### config.mk
export PLATFORM = sky130hd
export DESIGN_NAME = gpio_trig_ctrl
export DESIGN_NICKNAME = d
export VERILOG_FILES = /design/src/rtl/gpio_trig_pkg.sv /design/src/rtl/gpio_sync.sv /design/src/rtl/gpio_regfile.sv /design/src/rtl/gpio_trig_detect.sv /design/src/rtl/gpio_trig_ctrl.sv
export SDC_FILE = /design/constraint.sdc
export NUM_CORES = 1
export LEC_CHECK = 0
export CAP_MARGIN = 10
export CORE_MARGIN = 2
export CORE_UTILIZATION = 49
export DETAILED_ROUTE_END_ITERATION = 12
export GPL_TIMING_DRIVEN = 0
export HOLD_SLACK_MARGIN = 0.03
export PLACE_DENSITY = 0.89
export SYNTH_ARGS = -nofsm -noshare
export SYNTH_HDL_FRONTEND = slang
export SYNTH_SLANG_ARGS = --single-unit
### constraint.sdc
create_clock -name clk -period 2.8 [get_ports clk]
set_input_delay 0.56 -clock clk [delete_from_list [all_inputs] [get_ports clk]]
set_output_delay 0.56 -clock clk [all_outputs]
set_load 0.02 [all_outputs]
### src/rtl/gpio_trig_pkg.sv
package gpio_trig_pkg;
  localparam int ADDR_W    = 8;
  localparam int DATA_W    = 32;
  localparam int PIN_IDX_W = 6;
  localparam int MODE_W    = 2;
  localparam int CFG_W     = PIN_IDX_W + MODE_W;

  // Register offsets; software depends on these positions.
  localparam logic [ADDR_W-1:0] OFF_DIN  = 8'h00;
  localparam logic [ADDR_W-1:0] OFF_DOUT = 8'h08;
  localparam logic [ADDR_W-1:0] OFF_DIR  = 8'h10;
  localparam logic [ADDR_W-1:0] OFF_TRIG = 8'h18;

  typedef enum logic [MODE_W-1:0] {
    TRIG_OFF  = 2'd0,
    TRIG_LOW  = 2'd1,
    TRIG_HIGH = 2'd2,
    TRIG_EDGE = 2'd3
  } trig_mode_e;
endpackage

### src/rtl/gpio_sync.sv
module gpio_sync #(
  parameter int WIDTH  = 22,
  parameter int STAGES = 2
) (
  input  logic             clk,
  input  logic             rst_n,
  input  logic [WIDTH-1:0] async_in,
  output logic [WIDTH-1:0] sync_out
);
  logic [STAGES-1:0][WIDTH-1:0] stage_q;

  generate
    for (genvar s = 0; s < STAGES; s++) begin : g_stage
      if (s == 0) begin : g_first
        always_ff @(posedge clk) begin
          if (!rst_n) stage_q[s] <= '0;
          else        stage_q[s] <= async_in;
        end
      end else begin : g_next
        always_ff @(posedge clk) begin
          if (!rst_n) stage_q[s] <= '0;
          else        stage_q[s] <= stage_q[s-1];
        end
      end
    end
  endgenerate

  assign sync_out = stage_q[STAGES-1];
endmodule

### src/rtl/gpio_regfile.sv
module gpio_regfile
  import gpio_trig_pkg::*;
#(
  parameter int NUM_PINS = 22
) (
  input  logic                 clk,
  input  logic                 rst_n,
  input  logic                 req_valid,
  input  logic                 req_write,
  input  logic [ADDR_W-1:0]    req_addr,
  input  logic [DATA_W-1:0]    req_wdata,
  input  logic [NUM_PINS-1:0]  din_sync,
  output logic                 rsp_valid,
  output logic [DATA_W-1:0]    rsp_rdata,
  output logic [NUM_PINS-1:0]  dout_q,
  output logic [NUM_PINS-1:0]  dir_q,
  output logic [PIN_IDX_W-1:0] cfg_pin,
  output trig_mode_e           cfg_mode,
  output logic                 cfg_wr
);
  logic wr_en, rd_en;
  logic [DATA_W-1:0] rd_mux;

  assign wr_en  = req_valid &&  req_write;
  assign rd_en  = req_valid && !req_write;
  assign cfg_wr = wr_en && (req_addr == OFF_TRIG);

  always_ff @(posedge clk) begin
    if (!rst_n) begin
      dout_q   <= '0;
      dir_q    <= '0;
      cfg_pin  <= '0;
      cfg_mode <= TRIG_OFF;
    end else if (wr_en) begin
      unique case (req_addr)
        OFF_DOUT: dout_q <= req_wdata[NUM_PINS-1:0];
        OFF_DIR:  dir_q  <= req_wdata[NUM_PINS-1:0];
        OFF_TRIG: begin
          cfg_pin  <= req_wdata[PIN_IDX_W-1:0];
          cfg_mode <= trig_mode_e'(req_wdata[CFG_W-1:PIN_IDX_W]);
        end
        default: ;
      endcase
    end
  end

  always_comb begin
    unique case (req_addr)
      OFF_DIN:  rd_mux = DATA_W'(din_sync);
      OFF_DOUT: rd_mux = DATA_W'(dout_q);
      OFF_DIR:  rd_mux = DATA_W'(dir_q);
      OFF_TRIG: rd_mux = DATA_W'({cfg_mode, cfg_pin});
      default:  rd_mux = '0;
    endcase
  end

  always_ff @(posedge clk) begin
    if (!rst_n) begin
      rsp_valid <= 1'b0;
      rsp_rdata <= '0;
    end else begin
      rsp_valid <= rd_en;
      if (rd_en) rsp_rdata <= rd_mux;
    end
  end
endmodule

### src/rtl/gpio_trig_detect.sv
module gpio_trig_detect
  import gpio_trig_pkg::*;
#(
  parameter int NUM_PINS = 22
) (
  input  logic                 clk,
  input  logic                 rst_n,
  input  logic [NUM_PINS-1:0]  sync_in,
  input  logic [PIN_IDX_W-1:0] cfg_pin,
  input  trig_mode_e           cfg_mode,
  input  logic                 cfg_wr,
  output logic                 irq
);
  logic [NUM_PINS-1:0] prev_q;
  logic pend_q, sel_cur, sel_prev, pin_ok, edge_hit;

  always_ff @(posedge clk) begin
    if (!rst_n) prev_q <= '0;
    else        prev_q <= sync_in;
  end

  always_comb begin
    sel_cur  = 1'b0;
    sel_prev = 1'b0;
    pin_ok   = 1'b0;
    for (int i = 0; i < NUM_PINS; i++) begin
      if (cfg_pin == PIN_IDX_W'(i)) begin
        sel_cur  = sync_in[i];
        sel_prev = prev_q[i];
        pin_ok   = 1'b1;
      end
    end
  end

  assign edge_hit = pin_ok && (cfg_mode == TRIG_EDGE) && (sel_cur ^ sel_prev);

  always_ff @(posedge clk) begin
    if (!rst_n)        pend_q <= 1'b0;
    else if (cfg_wr)   pend_q <= 1'b0;
    else if (edge_hit) pend_q <= 1'b1;
  end

  always_comb begin
    unique case (cfg_mode)
      TRIG_LOW:  irq = pin_ok && !sel_cur;
      TRIG_HIGH: irq = pin_ok &&  sel_cur;
      TRIG_EDGE: irq = pend_q;
      default:   irq = 1'b0;
    endcase
  end
endmodule

### src/rtl/gpio_trig_ctrl.sv
module gpio_trig_ctrl
  import gpio_trig_pkg::*;
#(
  parameter int NUM_PINS    = 22,
  parameter int SYNC_STAGES = 2
) (
  input  logic                clk,
  input  logic                rst_n,
  input  logic                req_valid,
  output logic                req_ready,
  input  logic                req_write,
  input  logic [ADDR_W-1:0]   req_addr,
  input  logic [DATA_W-1:0]   req_wdata,
  output logic                rsp_valid,
  output logic [DATA_W-1:0]   rsp_rdata,
  input  logic [NUM_PINS-1:0] pad_in,
  output logic [NUM_PINS-1:0] pad_out,
  output logic [NUM_PINS-1:0] pad_oe,
  output logic                irq
);
  logic [NUM_PINS-1:0]  din_sync;
  logic [PIN_IDX_W-1:0] cfg_pin;
  trig_mode_e           cfg_mode;
  logic                 cfg_wr;

  assign req_ready = 1'b1;

  gpio_sync #(.WIDTH(NUM_PINS), .STAGES(SYNC_STAGES)) u_sync (
    .clk(clk), .rst_n(rst_n), .async_in(pad_in), .sync_out(din_sync)
  );

  gpio_regfile #(.NUM_PINS(NUM_PINS)) u_regs (
    .clk(clk), .rst_n(rst_n),
    .req_valid(req_valid), .req_write(req_write),
    .req_addr(req_addr), .req_wdata(req_wdata),
    .din_sync(din_sync),
    .rsp_valid(rsp_valid), .rsp_rdata(rsp_rdata),
    .dout_q(pad_out), .dir_q(pad_oe),
    .cfg_pin(cfg_pin), .cfg_mode(cfg_mode), .cfg_wr(cfg_wr)
  );

  gpio_trig_detect #(.NUM_PINS(NUM_PINS)) u_trig (
    .clk(clk), .rst_n(rst_n), .sync_in(din_sync),
    .cfg_pin(cfg_pin), .cfg_mode(cfg_mode), .cfg_wr(cfg_wr),
    .irq(irq)
  );
endmodule

# Word level (Yosys, flattened, before mapping)
# Cells that the tools add are included.
[op_classes] n_eq_ne=27 n_mux=68 bitwise_logic=2 reduce_logical=15
[op_table] op="case mux 22 bit (4 select lines)" count=1
[op_table] op="two-way mux 1 bit" count=66
[op_table] op="equality test 6 x 4 -> 1 bit, second input constant" count=8
[op_table] op="equality test 6 x 5 -> 1 bit, second input constant" count=6
[op_table] op="equality test 6 x 3 -> 1 bit, second input constant" count=4
[op_table] op="equality test 8 x 5 -> 1 bit, second input constant" count=2
[op_table] op="equality test 6 x 2 -> 1 bit, second input constant" count=2
[op_table] op="equality test 8 x 4 -> 1 bit, second input constant" count=1
[op_table] op="zero test 8 bit" count=1
[op_table] op="logical AND 1 bit" count=7
[op_table] op="equality test 6 x 1 -> 1 bit, second input constant" count=1
[op_table] op="zero test 6 bit" count=1
[op_table] op="AND reduction 2 bit" count=3
[op_table] op="equality test 2 bit, second input constant" count=2
[op_table] op="case mux 1 bit (3 select lines)" count=1
[op_table] op="equality test 2 x 1 -> 1 bit, second input constant" count=1
[op_table] op="zero test 1 bit" count=2
[op_table] op="OR reduction 2 bit" count=1
[op_table] op="NOT 1 bit" count=1
[op_table] op="bitwise XOR 1 bit" count=1
[word_totals] ff_bits=152 input_bits=66 out_inout_bits=79 word_cells=122

# Depth between registers and ports, before layout
[logic_depth] word_depth=26 depth_mapped=9 depth_no_buf=7

# Cells and area by module
# Synthesis repeated with hierarchy kept, for this count alone.
[hier_totals] cells_unflattened=577 area_unflattened_um2=6070.8
[by_module_without_submodules] module="gpio_regfile" instances=1 cells_each=312 area_per_inst_um2=3330.7 seq_area_each_um2=1501.4
[by_module_without_submodules] module="gpio_sync" instances=1 cells_each=114 area_per_inst_um2=1396.3 seq_area_each_um2=880.8
[by_module_without_submodules] module="gpio_trig_detect" instances=1 cells_each=149 area_per_inst_um2=1332.5 seq_area_each_um2=460.4
[by_module_without_submodules] module="gpio_trig_ctrl" instances=1 cells_each=2 area_per_inst_um2=11.3 seq_area_each_um2=0.0

# Least setup slack after synthesis
# Ideal clock, no wire load.
[synth_path] path_type="register to output" start="register u_regs.cfg_pin[5]" end="output irq" arrival_ps=2009 t_required_ps=2240 path_slack_ps=231 path_stages_with_launch=9 n_path_buf=1 cell_sequence="dfxtp_1 buf_4 or4b_4 o32a_1 nand3_2 a2bb2oi_2 o21ai_1 or4b_1 o211ai_2"
[synth_between] elab_chain_cells=26 elab_cells_between_ends=70 classes_between="eq/ne: 21; mux: 45; reduce/logical: 4"
[synth_rtl] element="start, declared" line="gpio_regfile.sv:17" text="output logic [PIN_IDX_W-1:0] cfg_pin,"
[synth_rtl] element="start signal, assigned" line="gpio_regfile.sv:39" text="cfg_pin <= req_wdata[PIN_IDX_W-1:0];"
[synth_rtl] element="zero test 6 bit" line="gpio_trig_detect.sv:27" text="if (cfg_pin == PIN_IDX_W'(i)) begin"
[synth_rtl] element="two-way mux 1 bit (22 in series)" line="gpio_trig_detect.sv:27"
[synth_rtl] element="zero test 1 bit" line="gpio_trig_detect.sv:45" text="TRIG_LOW: irq = pin_ok && !sel_cur;"
[synth_rtl] element="logical AND 1 bit" line="gpio_trig_detect.sv:45"
[synth_rtl] element="case mux 1 bit (3 select lines) *" line="gpio_trig_detect.sv:44" text="unique case (cfg_mode)"
[synth_rtl] element="end, declared" line="gpio_trig_ctrl.sv:19" text="output logic irq"
# Mark *: on every way between the ends. The rest lies on a longest branch, timed or not.

# Worst setup path after layout
# Same ends and word-level chain as after synthesis.

==> impl_metrics.yaml <==
detailed_routing:
  drt_iter0_markers: 481
  avgViaCountPerCell: 5.486
  vias: 5157
  wl_per_cell_um: 16.96
  drc: 0
  drtPass1Iterations: 5
  ant_nets: 0
  wl_mm: 15.94
die:
  initial_core_util: 0.4984
  dieArea_sq_mm: 0.01244
  die_h_um: 111.5
  die_w_um: 111.5
  rows: 39
  core_sq_mm: 0.01137
  num_io_pins: 145
synth:
  synth_top_area_cell: "dfxtp_1"
  ys_seq_area_frac: 0.5017
  synth_area_leaders: "dfxtp_1 50%, nand2_1 8.7%, and2_1 7.7%, a21oi_1 5.1%, mux4_2 3.6%"
  synth-seq-cells: 142
  ys.flop_type: "dfxtp_1"
  synth_edf_count: 0
  postSynth.asyncResetShare: 0
  yosysTopAreaCellShare: 0.5017
  synthXorXnorAreaFrac: 0.001546
  yosys.area_share.simple: 0.2230
  netlist_instances: 633
  yosysMostFrequentCell: "dfxtp_1"
  syn-mean-instance-area_sq_um: 8.952
  synth_cell_types: 50
  synth_compound_area_frac: 0.1360
  synth_top_family_by_area: "simple AND/OR/NAND/NOR gates"
  synth_mux_area_frac: 0.07772
  synth_commonest_cells: "142 x dfxtp_1, 131 x nand2_1, 70 x and2_1"
  synthAdderAreaFrac: 0.006624
  ys_warn_count: 0
  synth_area_sq_mm: 0.005667
worst_setup_path:
  endpoint_kind: "output pin"
  regToRegSetupSlack_ns: 0.59
  crit_required_ns: 2.24
  reg2reg_from: "u_regs.cfg_pin[0]"
  critPathLaunchType: "flip-flop"
  crit_fanout: 10
  crit_slowest_cell: "or4b_4"
  reg2reg_depth: 8
  crit_path_frequent_cell: "buf_6"
  worstPathArrival_ns: 2.64
  crit_chain: "buf_6 > or4b_4 > o32a_1 > nand3_2 > a2bb2oi_2 > o21ai_2 > or4b_1 > o211ai_2 > buf_6"
  critPathKind: "reg2out"
  worstReg2RegEnd: "u_trig.pend_q"
  slowest_delay_ns: 0.51
global_routing:
  grt_max_degree: 17
  grt_overflow: 0
  grt_pass1_vias: 5030
  antenna_found_initial: 0
  grt_use_total: 0.2581
  grt_pass1_wl_mm: 25.20
clock_tree:
  clkLatencyLatePin_ns: 0.42
  clockBufferDepth: 2
  clk_pin_slew_worst_paths_ns: 0.06
  cts_buffers: 17
  htree_levels: 4
  cts_sinks: 142
  clockRootBuffer: "clkbuf_16"
  cts_tree: "built"
timing:
  fin_ws_ns: -0.3960
  tightest_slew_ns: 0.7213
  drv_slew: 0
  max_freq_mhz: 312.9
  maxSlewHeadroom: 0.5191
  finalSetupViolCount: 1
  fin_crit_sh: 1.141
  rsz0062_at_grt: "yes"
  hold_viol: 0
  fin_crit_ns: 3.196
  skew_ns: 0.008274
status:
  status: "complete, but fails checks"
  violations: "setup timing"
cells_and_area:
  fin_nets: 853
  drive_above_1_share: 0.1029
  syn_to_final_growth_pct: 36.45
  diodes: 0
  final_cells: 940
  fillers: 878
hold_path:
  whs_path_depth: 1
  hold_class: "reg2reg"
  hold_path_startpoint: "u_sync.stage_q[19]"
  hold_end: "u_sync.sync_out[19]"
pwr:
  pwr-share-seq: 0.456
  switching_power_mw: 1.114
  ir_drop_uv: 452.5
  p_per_area_mw_per_mm2: 591.1
  power_frac_comb: 0.053
  p_int_mw: 3.456
  p_clk_frac: 0.491
  leakagePower_nw: 2.817
  p_sw_frac: 0.2438
flow_run:
  drv_cap: 0
place:
  pre_cts_slack_ns: -0.5724
  portBuffers: 121
  dp_hpwl_mm: 11.53
  place_congestion: 0.9407
  dp_cells: 906
## how the worst max path moves through the flow
stage,slack (ns),cells past startpoint,end,startpoint
finish,-0.40,9,irq,u_regs.cfg_pin[5]
floorplan,0.23,8,irq,u_regs.cfg_pin[5]
global route,-0.46,9,irq,u_regs.cfg_pin[5]
global placement,-0.59,9,irq,u_regs.cfg_pin[2]
detailed placement,-0.57,9,irq,u_regs.cfg_pin[2]
CTS,-0.39,9,irq,u_regs.cfg_pin[5]
## critical path, delay by kind of cell, from the launching register on
family	cells	cell delay, ns
and+or+nand+nor	3	1.07
buffers and inverters	2	0.29
AOI/OAI and AO/OA	4	0.52
DFF	1	0.33
## repair_timing
action / CTS / global route
cloned: 0 / 0
pin swaps: 1 / 0
resized for setup: 15 / 1
buffers inserted: 2 / 0
setup endpoints to repair: 1 / 1
hold buffers: 0 / 0
## through the flow
step	util	hold WS [ns]	TNS [ns]	power, mW	area (sq um)
finish	0.6801	0.4320	-0.3960	4.570	7732
CTS	0.6793	0.4335	-0.3926	4.574	7724
global route	0.6801	0.4381	-0.4635	4.686	7732
global placement	0.6236	0.4141	-0.5863	2.361	7091
floorplan	-	0.4119	0	2.236	5700
detailed placement	0.6236	0.4190	-0.5724	2.365	7091
## power groups by stage
stage / registers, mW / logic, mW / clock network, mW
6_report: 2.08 / 0.243 / 2.25
3_3_place_gp: 2.13 / 0.235 / 0
5_1_grt: 2.08 / 0.263 / 2.34
2_1_floorplan: 2.12 / 0.121 / 0
3_5_place_dp: 2.13 / 0.238 / 0
4_1_cts: 2.08 / 0.241 / 2.25
## sequential cells by signal, indices dropped and copies added, names as in the netlist
register and cells:
u_regs.cfg_mode 2, u_regs.cfg_pin 6, u_regs.dir_q 22, u_regs.dout_q 22, u_regs.rsp_rdata 22, u_regs.rsp_valid 1
u_sync.stage_q 22, u_sync.sync_out 22, u_trig.pend_q 1, u_trig.prev_q 22
## cell usage in the layout (no fill, tap or decap), drive strengths merged, types with 17 or more instances in the layout
master / synthesis / routed
a21oi: 58 / 58
a22oi: 23 / 23
and2: 70 / 70
buf: 22 / 25
clkbuf: 35 / 52
clkdlybuf4s50: 0 / 120
dfxtp: 142 / 142
inv: 7 / 17
mux2i: 17 / 17
nand2: 131 / 131
nor2: 28 / 28
o21ai: 22 / 22
## logic make-up (layout without fill, tap and decap cells)
group                      count (synthesis)  count (layout)
other                                      2              11
muxes                                     32              32
adders and majority gates                  3               3
xor gates and xnor gates                   1               1
and+or+nand+nor                          262             262
AOI/OAI and AO/OA                        127             127
buffers and inverters                     64             219
DFF                                      142             142
## cell type report
cell class                 instances  area, sq um  area share
multi-input combinational        436         2582      0.3340
sequential                       142         2846      0.3681
clock buffer                      17        425.4     0.05502
buffer                            57        277.8     0.03592
inverter                           7        26.28    0.003398
tap                              143        178.9     0.02314
timing repair buffer             123         1227      0.1587
clock inverter                    15        167.7     0.02168
## layer usage
| metal | share of wire | up-vias | global-route usage |
|---|---|---|---|
| met2 | 0.47 | 297 | 0.4232 |
| li1 | - | 2428 | - |
| met3 | 0.091 | 52 | 0.06968 |
| met5 | 0 | - | 0 |
| met4 | 0.035 | 0 | 0.1218 |
| met1 | 0.41 | 2380 | 0.3176 |
Note: power is estimated with default switching activity, not from simulation.
